==> config.mk <==
export PLATFORM = sky130hd
export DESIGN_NAME = pfr_ctrl
export DESIGN_NICKNAME = d
export VERILOG_FILES = /design/src/rtl/pfr_pkg.sv /design/src/rtl/pfr_page_tracker.sv /design/src/rtl/pfr_down_timer.sv /design/src/rtl/pfr_idle_timer.sv /design/src/rtl/pfr_ctrl.sv
export SDC_FILE = /design/constraint.sdc
export NUM_CORES = 1
export LEC_CHECK = 0
export BUFFER_PORTS_ARGS = -buffer_cell sky130_fd_sc_hd__buf_2
export CAP_MARGIN = 25
export CELL_PAD_IN_SITES_DETAIL_PLACEMENT = 1
export CELL_PAD_IN_SITES_GLOBAL_PLACEMENT = 1
export CORE_ASPECT_RATIO = 0.7
export CORE_MARGIN = 4
export CORE_UTILIZATION = 39
export DETAILED_ROUTE_END_ITERATION = 6
export GPL_TIMING_DRIVEN = 0
export PLACE_DENSITY_LB_ADDON = 0.15
export SLEW_MARGIN = 40
export SYNTH_ARGS = -nofsm -noshare
export SYNTH_HDL_FRONTEND = slang
export SYNTH_SLANG_ARGS = --single-unit
export TNS_END_PERCENT = 50
==> constraint.sdc <==
create_clock -name clk -period 2.17 [get_ports clk]
set_input_delay 0.434 -clock clk [delete_from_list [all_inputs] [get_ports clk]]
set_output_delay 0.434 -clock clk [all_outputs]
set_load 0.02 [all_outputs]
==> src/rtl/pfr_pkg.sv <==
package pfr_pkg;
  typedef enum logic [1:0] {
    ST_IDLE = 2'd0,
    ST_WAIT = 2'd1,
    ST_OPEN = 2'd2
  } pfr_state_e;
endpackage

==> src/rtl/pfr_page_tracker.sv <==
module pfr_page_tracker #(
  parameter int ADDR_W = 22,
  parameter int WORD_W = 3
) (
  input  logic              clk,
  input  logic              rst_n,
  input  logic              load,
  input  logic              clear,
  input  logic [ADDR_W-1:0] addr_in,
  output logic              hit
);
  localparam int TAG_W = ADDR_W - WORD_W;

  logic [TAG_W-1:0] tag_q;
  logic             vld_q, vld_d;

  always_comb begin
    vld_d = vld_q;
    if (clear)     vld_d = 1'b0;
    else if (load) vld_d = 1'b1;
  end

  always_ff @(posedge clk or negedge rst_n) begin
    if (!rst_n) vld_q <= 1'b0;
    else        vld_q <= vld_d;
  end

  always_ff @(posedge clk or negedge rst_n) begin
    if (!rst_n)    tag_q <= '0;
    else if (load) tag_q <= addr_in[ADDR_W-1:WORD_W];
  end

  assign hit = vld_q && (tag_q == addr_in[ADDR_W-1:WORD_W]);
endmodule

==> src/rtl/pfr_down_timer.sv <==
module pfr_down_timer #(
  parameter int CNT_W = 3
) (
  input  logic             clk,
  input  logic             rst_n,
  input  logic             load,
  input  logic [CNT_W-1:0] load_val,
  input  logic             en,
  output logic [CNT_W-1:0] cnt,
  output logic             zero
);
  logic [CNT_W-1:0] cnt_q, cnt_d;

  always_comb begin
    cnt_d = cnt_q;
    if (load)                  cnt_d = load_val;
    else if (en && cnt_q != 0) cnt_d = cnt_q - 1'b1;
  end

  always_ff @(posedge clk or negedge rst_n) begin
    if (!rst_n) cnt_q <= '0;
    else        cnt_q <= cnt_d;
  end

  assign cnt  = cnt_q;
  assign zero = (cnt_q == '0);
endmodule

==> src/rtl/pfr_idle_timer.sv <==
module pfr_idle_timer #(
  parameter int LIMIT = 32
) (
  input  logic clk,
  input  logic rst_n,
  input  logic clr,
  input  logic en,
  output logic expire
);
  generate
    if (LIMIT == 0) begin : g_never
      assign expire = 1'b0;
    end else begin : g_count
      localparam int IW = $clog2(LIMIT + 1);
      localparam logic [IW-1:0] LAST = IW'(LIMIT - 1);
      logic [IW-1:0] idle_q, idle_d;

      always_comb begin
        idle_d = idle_q;
        if (clr)     idle_d = '0;
        else if (en) idle_d = (idle_q == LAST) ? '0 : idle_q + 1'b1;
      end

      always_ff @(posedge clk or negedge rst_n) begin
        if (!rst_n) idle_q <= '0;
        else        idle_q <= idle_d;
      end

      assign expire = en && !clr && (idle_q == LAST);
    end
  endgenerate
endmodule

==> src/rtl/pfr_ctrl.sv <==
module pfr_ctrl #(
  parameter int ADDR_W     = 22,
  parameter int DATA_W     = 16,
  parameter int PAGE_WORDS = 8,
  parameter int T_ACC      = 7,
  parameter int T_PACC     = 3,
  parameter int T_OE       = 3,
  parameter int IDLE_TO    = 32
) (
  input  logic              clk,
  input  logic              rst_n,
  input  logic              req_valid,
  output logic              req_ready,
  input  logic [ADDR_W-1:0] req_addr,
  output logic              rsp_valid,
  output logic [DATA_W-1:0] rsp_data,
  output logic              flash_ce_n,
  output logic              flash_oe_n,
  output logic              flash_we_n,
  output logic [ADDR_W-1:0] flash_addr,
  input  logic [DATA_W-1:0] flash_dq
);
  import pfr_pkg::*;

  localparam int WORD_W = $clog2(PAGE_WORDS);
  localparam int CNT_W  = $clog2(T_ACC + 1);
  localparam logic [CNT_W-1:0] FULL_LD = CNT_W'(T_ACC - 1);
  localparam logic [CNT_W-1:0] HIT_LD  = CNT_W'(T_PACC - 1);
  localparam logic [CNT_W-1:0] OE_AT   = CNT_W'(T_OE);
  localparam logic OE_EARLY = (T_ACC <= T_OE);

  pfr_state_e        state_q, state_d;
  logic              ce_n_q, ce_n_d, oe_n_q, oe_n_d;
  logic              rsp_v_q, rsp_v_d;
  logic [DATA_W-1:0] data_q;
  logic [ADDR_W-1:0] addr_q;
  logic              accept, capture;
  logic              page_hit, page_clr;
  logic              tmr_load, tmr_zero;
  logic [CNT_W-1:0]  tmr_val, tmr_cnt;
  logic              idle_en, idle_clr, idle_expire;

  assign req_ready = (state_q != ST_WAIT);
  assign accept    = req_valid && req_ready;
  assign capture   = (state_q == ST_WAIT) && tmr_zero;

  pfr_page_tracker #(.ADDR_W(ADDR_W), .WORD_W(WORD_W)) u_page (
    .clk(clk), .rst_n(rst_n), .load(accept), .clear(page_clr),
    .addr_in(req_addr), .hit(page_hit)
  );

  pfr_down_timer #(.CNT_W(CNT_W)) u_wait (
    .clk(clk), .rst_n(rst_n), .load(tmr_load), .load_val(tmr_val),
    .en(state_q == ST_WAIT), .cnt(tmr_cnt), .zero(tmr_zero)
  );

  assign idle_en  = (state_q == ST_OPEN) && !accept;
  assign idle_clr = (state_q != ST_OPEN) || accept;

  pfr_idle_timer #(.LIMIT(IDLE_TO)) u_idle (
    .clk(clk), .rst_n(rst_n), .clr(idle_clr), .en(idle_en),
    .expire(idle_expire)
  );

  // next-state logic
  always_comb begin
    state_d  = state_q;
    ce_n_d   = ce_n_q;
    oe_n_d   = oe_n_q;
    rsp_v_d  = 1'b0;
    tmr_load = 1'b0;
    tmr_val  = FULL_LD;
    page_clr = 1'b0;
    case (state_q)
      ST_IDLE, ST_OPEN: begin
        if (accept) begin
          state_d  = ST_WAIT;
          ce_n_d   = 1'b0;
          tmr_load = 1'b1;
          if (state_q == ST_OPEN && page_hit) begin
            tmr_val = HIT_LD;
            oe_n_d  = 1'b0;
          end else begin
            tmr_val = FULL_LD;
            oe_n_d  = !OE_EARLY;
          end
        end else if (idle_expire) begin
          state_d  = ST_IDLE;
          ce_n_d   = 1'b1;
          oe_n_d   = 1'b1;
          page_clr = 1'b1;
        end
      end
      ST_WAIT: begin
        if (tmr_zero) begin
          state_d = ST_OPEN;
          rsp_v_d = 1'b1;
        end else if (tmr_cnt == OE_AT) begin
          oe_n_d = 1'b0;
        end
      end
      default: begin
        state_d  = ST_IDLE;
        ce_n_d   = 1'b1;
        oe_n_d   = 1'b1;
        page_clr = 1'b1;
      end
    endcase
  end

  // registers
  always_ff @(posedge clk or negedge rst_n) begin
    if (!rst_n) begin
      state_q <= ST_IDLE;
      ce_n_q  <= 1'b1;
      oe_n_q  <= 1'b1;
      rsp_v_q <= 1'b0;
    end else begin
      state_q <= state_d;
      ce_n_q  <= ce_n_d;
      oe_n_q  <= oe_n_d;
      rsp_v_q <= rsp_v_d;
    end
  end

  always_ff @(posedge clk or negedge rst_n) begin
    if (!rst_n)      addr_q <= '0;
    else if (accept) addr_q <= req_addr;
  end

  always_ff @(posedge clk or negedge rst_n) begin
    if (!rst_n)       data_q <= '0;
    else if (capture) data_q <= flash_dq;
  end

  assign rsp_valid  = rsp_v_q;
  assign rsp_data   = data_q;
  assign flash_ce_n = ce_n_q;
  assign flash_oe_n = oe_n_q;
  assign flash_we_n = 1'b1;
  assign flash_addr = addr_q;
endmodule

==> metrics.yaml, run 1 <==
status: "finished, final reports clean"
tns_ps: 0
cts.sinks: 53
path_cells: "inv_1 -> ha_1 -> nor2b_1 -> nor2b_2 -> buf_6 -> buf_12 -> mux2_4"
insertion_delay_ps: 300
antenna_found_initial: 0
synth_top_cell_by_area: "dfrtp_1"
setup_violations: 0
viasPerCell: 4.72
drv_slew: 0
clock_skew_ps: 7.51
worstMarginPinSlew_ps: 664
ys_ff_latch: 53
die_area_sq_mm: 0.00756
cp_max_fo: 10
multi_input_area_sq_mm: 0.00100
cts_root_buf: "clkbuf_8"
intPower_mw: 2.83
dieHeight_microns: 74.0
leakagePower_nw: 1.46
cts_tree: "yes"
avgSynthCellArea_sq_um: 13.5
dpl_cell_area_sq_mm: 0.00293
h-tree-depth: 2
syn-num-nets: 225
wl_per_cell_microns: 15.3
r2r-start: "u_wait.cnt[0]$_DFFE_PN0P_"
fin_area_sq_mm: 0.00306
wl_microns: 5280
ys_types: 37
startpoint_type: "register"
drcViolationCount: 0
layout.nets: 314
core_sq_mm: 0.00587
synth_top_flop_cell: "dfrtp_1"
dpl.hpwl_microns: 4040
firstDrtPassIters: 4
cts_resized: 0
place_inst: 337
synth_warnings: 0
grt_pass1_vias: 1819
combPwrFrac_pct: 45.4
grt_max_degree: 54
synthArstFlopShare_pct: 100
grt_util_all_layers_pct: 15.0
startpoint: "u_wait.cnt[0]$_DFFE_PN0P_"
seqCellArea_sq_mm: 0.00133
relSlewSlack_pct: 55.8
clkTransAtPathRegs_ps: 100
required_ps: 2370
rsz0062_at_grt: "no"
netlist_top_cells_area: "dfrtp_1 (53%), mux2_1 (9.3%), xnor2_1 (5.8%)"
io_buffers: 82
swShare_pct: 38.3
cts_buffers: 5
max-vdd-ir-drop_v: 0.000618
synth_most_common_cell: "dfrtp_1"
fillCellCount: 652
worstSetupEndpointType: "register"
drtIter0Drc: 38
drv_cap: 0
syn_area_sq_mm: 0.00242
overflow: 0
rows: 23
ctsHoldBuffers: 0
rr_worst_depth: 7
hold_path.class: "in -> async"
hold_viol_final: 0
die_x_microns: 102
worst_path_max_delay_cell: "dfrtp_1"
stdcell_count: 345
p_sw_mw: 1.76
slowest_delay_ps: 420
max_freq_ghz: 0.540
detail-route-antenna-nets: 0
start_util_pct: 41.3
p_seq_share_pct: 37.7
seq_area_frac_synth_pct: 54.8
crit_type: "reg -> reg"
power_density_mw_per_mm2: 1500
syn_inst: 180
clkPwrFrac_pct: 16.9
cts_setup_buffers: 0
postLayoutCoreUtil_pct: 52.2
max-clock-path-buffers: 2
drive_above_1_share_pct: 45.2
period_share_pct: 85.3
netlist_top_cells_count: "dfrtp_1 (51), mux2_1 (20), xnor2_1 (16)"
routabilityCongestion: 0.698
synth_edf_count: 0
diodes: 0
period_needed_ps: 1850
via_count: 1628
synth_top_area_share_pct: 52.7
cp.arrival_ps: 2050
syn2layout_area_growth_pct: 26.4
p_total_mw: 4.60
ioPinCount: 84
grt_pass1_wl_microns: 8850
stage by stage:
step	setup WS, ps	hold slack, ps
after detailed placement	341	469
after global placement	391	461
final	319	157
after CTS	311	178
after floorplan	528	138
after global routing	216	209
routing by layer:
metal / vias up / wire [microns] / global-route usage, %
met1: 786 / 2430 / 20.0
li1: 789 / - / -
met4: 0 / 10 / 2.62
met5: - / 0 / 0
met2: 51 / 2410 / 24.3
met3: 2 / 429 / 5.15
kinds of logic after synthesis:
family	count (synthesis)	share of synthesized area (%)
mux	38	18.9
other cells	1	0.155
simple gates	37	8.42
flops	53	54.8
buf+inv	11	3.82
compound gates	12	3.15
xor+xnor	24	8.67
fa+ha+maj	4	2.07
worst paths after layout:
kind / to / slack [ps]
setup / recovery: rsp_data[8]$_DFFE_PN0P_ / 320
hold / removal: flash_addr[11]$_DFFE_PN0P_ / 160
setup reg to reg: rsp_data[8]$_DFFE_PN0P_ / 320
hold reg to reg: u_page.vld_q$_DFFE_PN0P_ / 490
max in group asynchronous: flash_addr[14]$_DFFE_PN0P_ / 1570
min in group clk: flash_addr[2]$_DFFE_PN0P_ / 340
layout by cell type, fill, tap and decap left out, types with 2 or more instances in the layout:
cell type and instances:
buf_2 82, dfrtp_1 51, mux2_1 20, xnor2_1 16, nor2_1 14, mux2_2 10
xor2_1 8, mux2_4 8, nand2_1 6, clkbuf_8 5, buf_6 4, inv_1 4
nand4_1 4, ha_1 4, o21ai_0 3, a31oi_1 3, nand3_1 2, buf_4 2
bufinv_16 2, dfstp_2 2
power by group through the flow:
stage               combinational, mW  sequential, mW  clock (mW)
global route                     2.27            1.80       0.848
floorplan                       0.964            2.20           0
CTS                              2.13            1.74       0.804
finish                           2.09            1.73       0.777
detailed placement               2.12            1.75           0
global placement                 2.08            1.73           0
layout make-up:
class	instances	share of cell area (%)
sequential	53	43.4
multi-input combinational	116	32.7
timing repair buffer	82	13.5
tap	75	3.06
buffer	7	2.53
clock buffer	5	2.25
clock inverter	3	2.12
inverter	4	0.490
flip-flops by register name, indices dropped and copies added, names as in the netlist:
| signal | flops |
|---|---|
| u_page.vld_q | 1 |
| flash_addr | 22 |
| flash_ce_n | 1 |
| flash_oe_n | 1 |
| state_q | 2 |
| u_idle.g_count.idle_q | 6 |
| u_wait.cnt | 3 |
| rsp_data | 16 |
| rsp_valid | 1 |
critical path: cells and delay by family, from the launching register on:
kind	cells	cell delay [ps]
multiplexers	1	300
AND/OR/NAND/NOR	2	380
buffers and inverters	3	450
adder cells (fa/ha/maj)	1	190
flip-flops	1	420
(Power assumes the default switching activity.)
==> run 2: changes to the inputs <==
--- a/config.mk
+++ b/config.mk
@@ -15,6 +15,7 @@
 export DETAILED_ROUTE_END_ITERATION = 6
 export GPL_TIMING_DRIVEN = 0
 export PLACE_DENSITY_LB_ADDON = 0.15
+export REMOVE_ABC_BUFFERS = 1
 export SLEW_MARGIN = 40
 export SYNTH_ARGS = -nofsm -noshare
 export SYNTH_HDL_FRONTEND = slang
==> run 2 against run 1 <==
Die area unchanged. Worst setup slack gained 52 ps. Power is 4.9% lower. Combinational power decreased by 4%. Clock skew fell by 3.6 ps. Critical endpoint is now rsp_data[15]$_DFFE_PN0P_. Largest power group unchanged.
==> metrics.yaml, run 2 (synthesis gave the netlist of run 1 again) <==
hold_path.class: "in -> async"  # unchanged
leakagePower_nw: 1.41  # was 1.46 nW
crit_type: "reg -> reg"  # unchanged
via_count: 1606  # was 1628
routabilityCongestion: 0.673  # was 0.698
final_cell_mix: "buf_2 (81), dfrtp_1 (51), mux2_1 (20), xnor2_1 (16), nor2_1 (14)"  # was buf_2 (82), dfrtp_1 (51), mux2_1 (20), xnor2_1 (16), nor2_1 (14)
cts_tree: "yes"  # unchanged
max_freq_ghz: 0.556  # was 0.540 GHz
drtIter0Drc: 33  # was 38
worst_path_max_delay_cell: "dfrtp_1"  # unchanged
rsz0062_at_grt: "no"  # unchanged
worstSetupEndpointType: "register"  # unchanged
clkPwrFrac_pct: 13.9  # was 16.9%
p_sw_mw: 1.75  # was 1.76 mW
hold_viol_final: 0  # unchanged
rows: 23  # unchanged
dpl.hpwl_microns: 3880  # was 4040 microns
viasPerCell: 4.74  # was 4.72
ctsHoldBuffers: 0  # unchanged
core_sq_mm: 0.00587  # unchanged
die_x_microns: 102  # unchanged
io_buffers: 82  # unchanged
multi_input_area_sq_mm: 0.00101  # was 0.00100 sq mm
cts_buffers: 5  # unchanged
antenna_found_initial: 0  # unchanged
largest_register_ffs: 22  # unchanged
combPwrFrac_pct: 45.8  # was 45.4%
power_density_mw_per_mm2: 1470  # was 1500 mW/mm^2
path_cells: "inv_1 -> ha_1 -> nor2b_1 -> nor2b_4 -> buf_12 -> mux2_2"  # was inv_1 -> ha_1 -> nor2b_1 -> nor2b_2 -> buf_6 -> buf_12 -> mux2_4
drive_above_1_share_pct: 43.9  # was 45.2%
final_common_cell: "buf_2"  # unchanged
overflow: 0  # unchanged
dieHeight_microns: 74.0  # unchanged
cts_setup_buffers: 0  # unchanged
required_ps: 2370  # about the same
diodes: 0  # unchanged
max-vdd-ir-drop_v: 0.000626  # was 0.000618 V
clkTransAtPathRegs_ps: 90  # was 100 ps
critPathTopFamily: "simple AND/OR/NAND/NOR gates"  # was buffers and inverters
cts_resized: 0  # unchanged
seqCellArea_sq_mm: 0.00133  # unchanged
max-clock-path-buffers: 2  # unchanged
drcViolationCount: 0  # unchanged
p_total_mw: 4.37  # was 4.60 mW
intPower_mw: 2.62  # was 2.83 mW
period_share_pct: 82.9  # was 85.3%
grt_util_all_layers_pct: 14.9  # was 15.0%
wl_microns: 5200  # was 5280 microns
cts.sinks: 53  # unchanged
cp.arrival_ps: 2000  # was 2050 ps
layout.nets: 308  # was 314
start_util_pct: 41.3  # unchanged
grt_pass1_vias: 1765  # was 1819
grt_pass1_wl_microns: 8650  # was 8850 microns
worstMarginPinSlew_ps: 675  # was 664 ps
insertion_delay_ps: 300  # about the same
postLayoutCoreUtil_pct: 50.7  # was 52.2%
slowest_delay_ps: 410  # was 420 ps
firstDrtPassIters: 4  # unchanged
grt_max_degree: 54  # unchanged
h-tree-depth: 2  # unchanged
clock_skew_ps: 3.94  # was 7.51 ps
fillCellCount: 671  # was 652
swShare_pct: 40.1  # was 38.3%
cts_root_buf: "clkbuf_8"  # unchanged
worst-path-buf-inv: 2  # was 3
die_area_sq_mm: 0.00756  # unchanged
drv_slew: 0  # unchanged
ioPinCount: 84  # unchanged
syn2layout_area_growth_pct: 22.9  # was 26.4%
startpoint_type: "register"  # unchanged
cp_max_fo: 18  # was 10
drv_cap: 0  # unchanged
p_seq_share_pct: 40.3  # was 37.7%
wl_per_cell_microns: 15.4  # was 15.3 microns
setup_violations: 0  # unchanged
period_needed_ps: 1800  # was 1850 ps
status: "finished, final reports clean"  # unchanged
relSlewSlack_pct: 55.0  # was 55.8%
detail-route-antenna-nets: 0  # unchanged
==> run 2: path summary, 6_finish.rpt <==
check	from	end	slack (ps)	cells past startpoint
worst min-delay path	rst_n	rsp_data[12]$_DFFE_PN0P_	160	1
max in group asynchronous	rst_n	flash_addr[10]$_DFFE_PN0P_	1560	1
worst max register to register	u_wait.cnt[0]$_DFFE_PN0P_	rsp_data[15]$_DFFE_PN0P_	370	6
worst min register to register	u_idle.g_count.idle_q[0]$_DFF_PN0_	u_idle.g_count.idle_q[0]$_DFF_PN0_	480	1
min in group clk	req_addr[1]	flash_addr[1]$_DFFE_PN0P_	340	2
worst max-delay path	u_wait.cnt[0]$_DFFE_PN0P_	rsp_data[15]$_DFFE_PN0P_	370	6
==> run 2: final cells by class <==
class,instances,share of cell area (%)
Clock buffer,7,3.23
Tap cell,75,3.15
Timing Repair Buffer,83,14.5
Multi-Input combinational cell,116,33.8
Sequential cell,53,44.6
Inverter,4,0.504
Clock inverter,1,0.168
==> run 2: through the flow <==
stage | worst slack (ps) | cell area, sq um | setup TNS [ps] | cells | hold WS [ps]
2_1_floorplan | 176 | 2350 | 0 | 173 | 138
3_3_place_gp | -98.1 | 2850 | -1000 | 330 | 458
3_5_place_dp | 156 | 2860 | 0 | 330 | 473
4_1_cts | 135 | 2960 | 0 | 338 | 175
5_1_grt | 251 | 2980 | 0 | 339 | 199
6_report | 371 | 2980 | 0 | 339 | 157
==> run 2: layer usage <==
metal | vias to the layer above | GRT usage (%) | wire length, microns
li1 | 771 | - | -
met4 | 0 | 4.37 | 48
met1 | 781 | 20.4 | 2480
met3 | 5 | 6.28 | 462
met5 | - | 0 | 0
met2 | 49 | 21.7 | 2210
==> run 2: power by group through the flow <==
stage	clock network (mW)	registers, mW	logic [mW]
6_report	0.606	1.76	2.00
4_1_cts	0.629	1.77	2.02
2_1_floorplan	0	2.22	0.868
3_5_place_dp	0	1.78	2.02
5_1_grt	0.675	1.84	2.19
3_3_place_gp	0	1.76	1.97
==> run 2: worst register-to-register path, stage by stage (launching register included) <==
cell     delay [ps]
dfrtp_1         410
inv_1           120
ha_1            180
nor2b_1         240
nor2b_4         210
buf_12          170
mux2_2          350
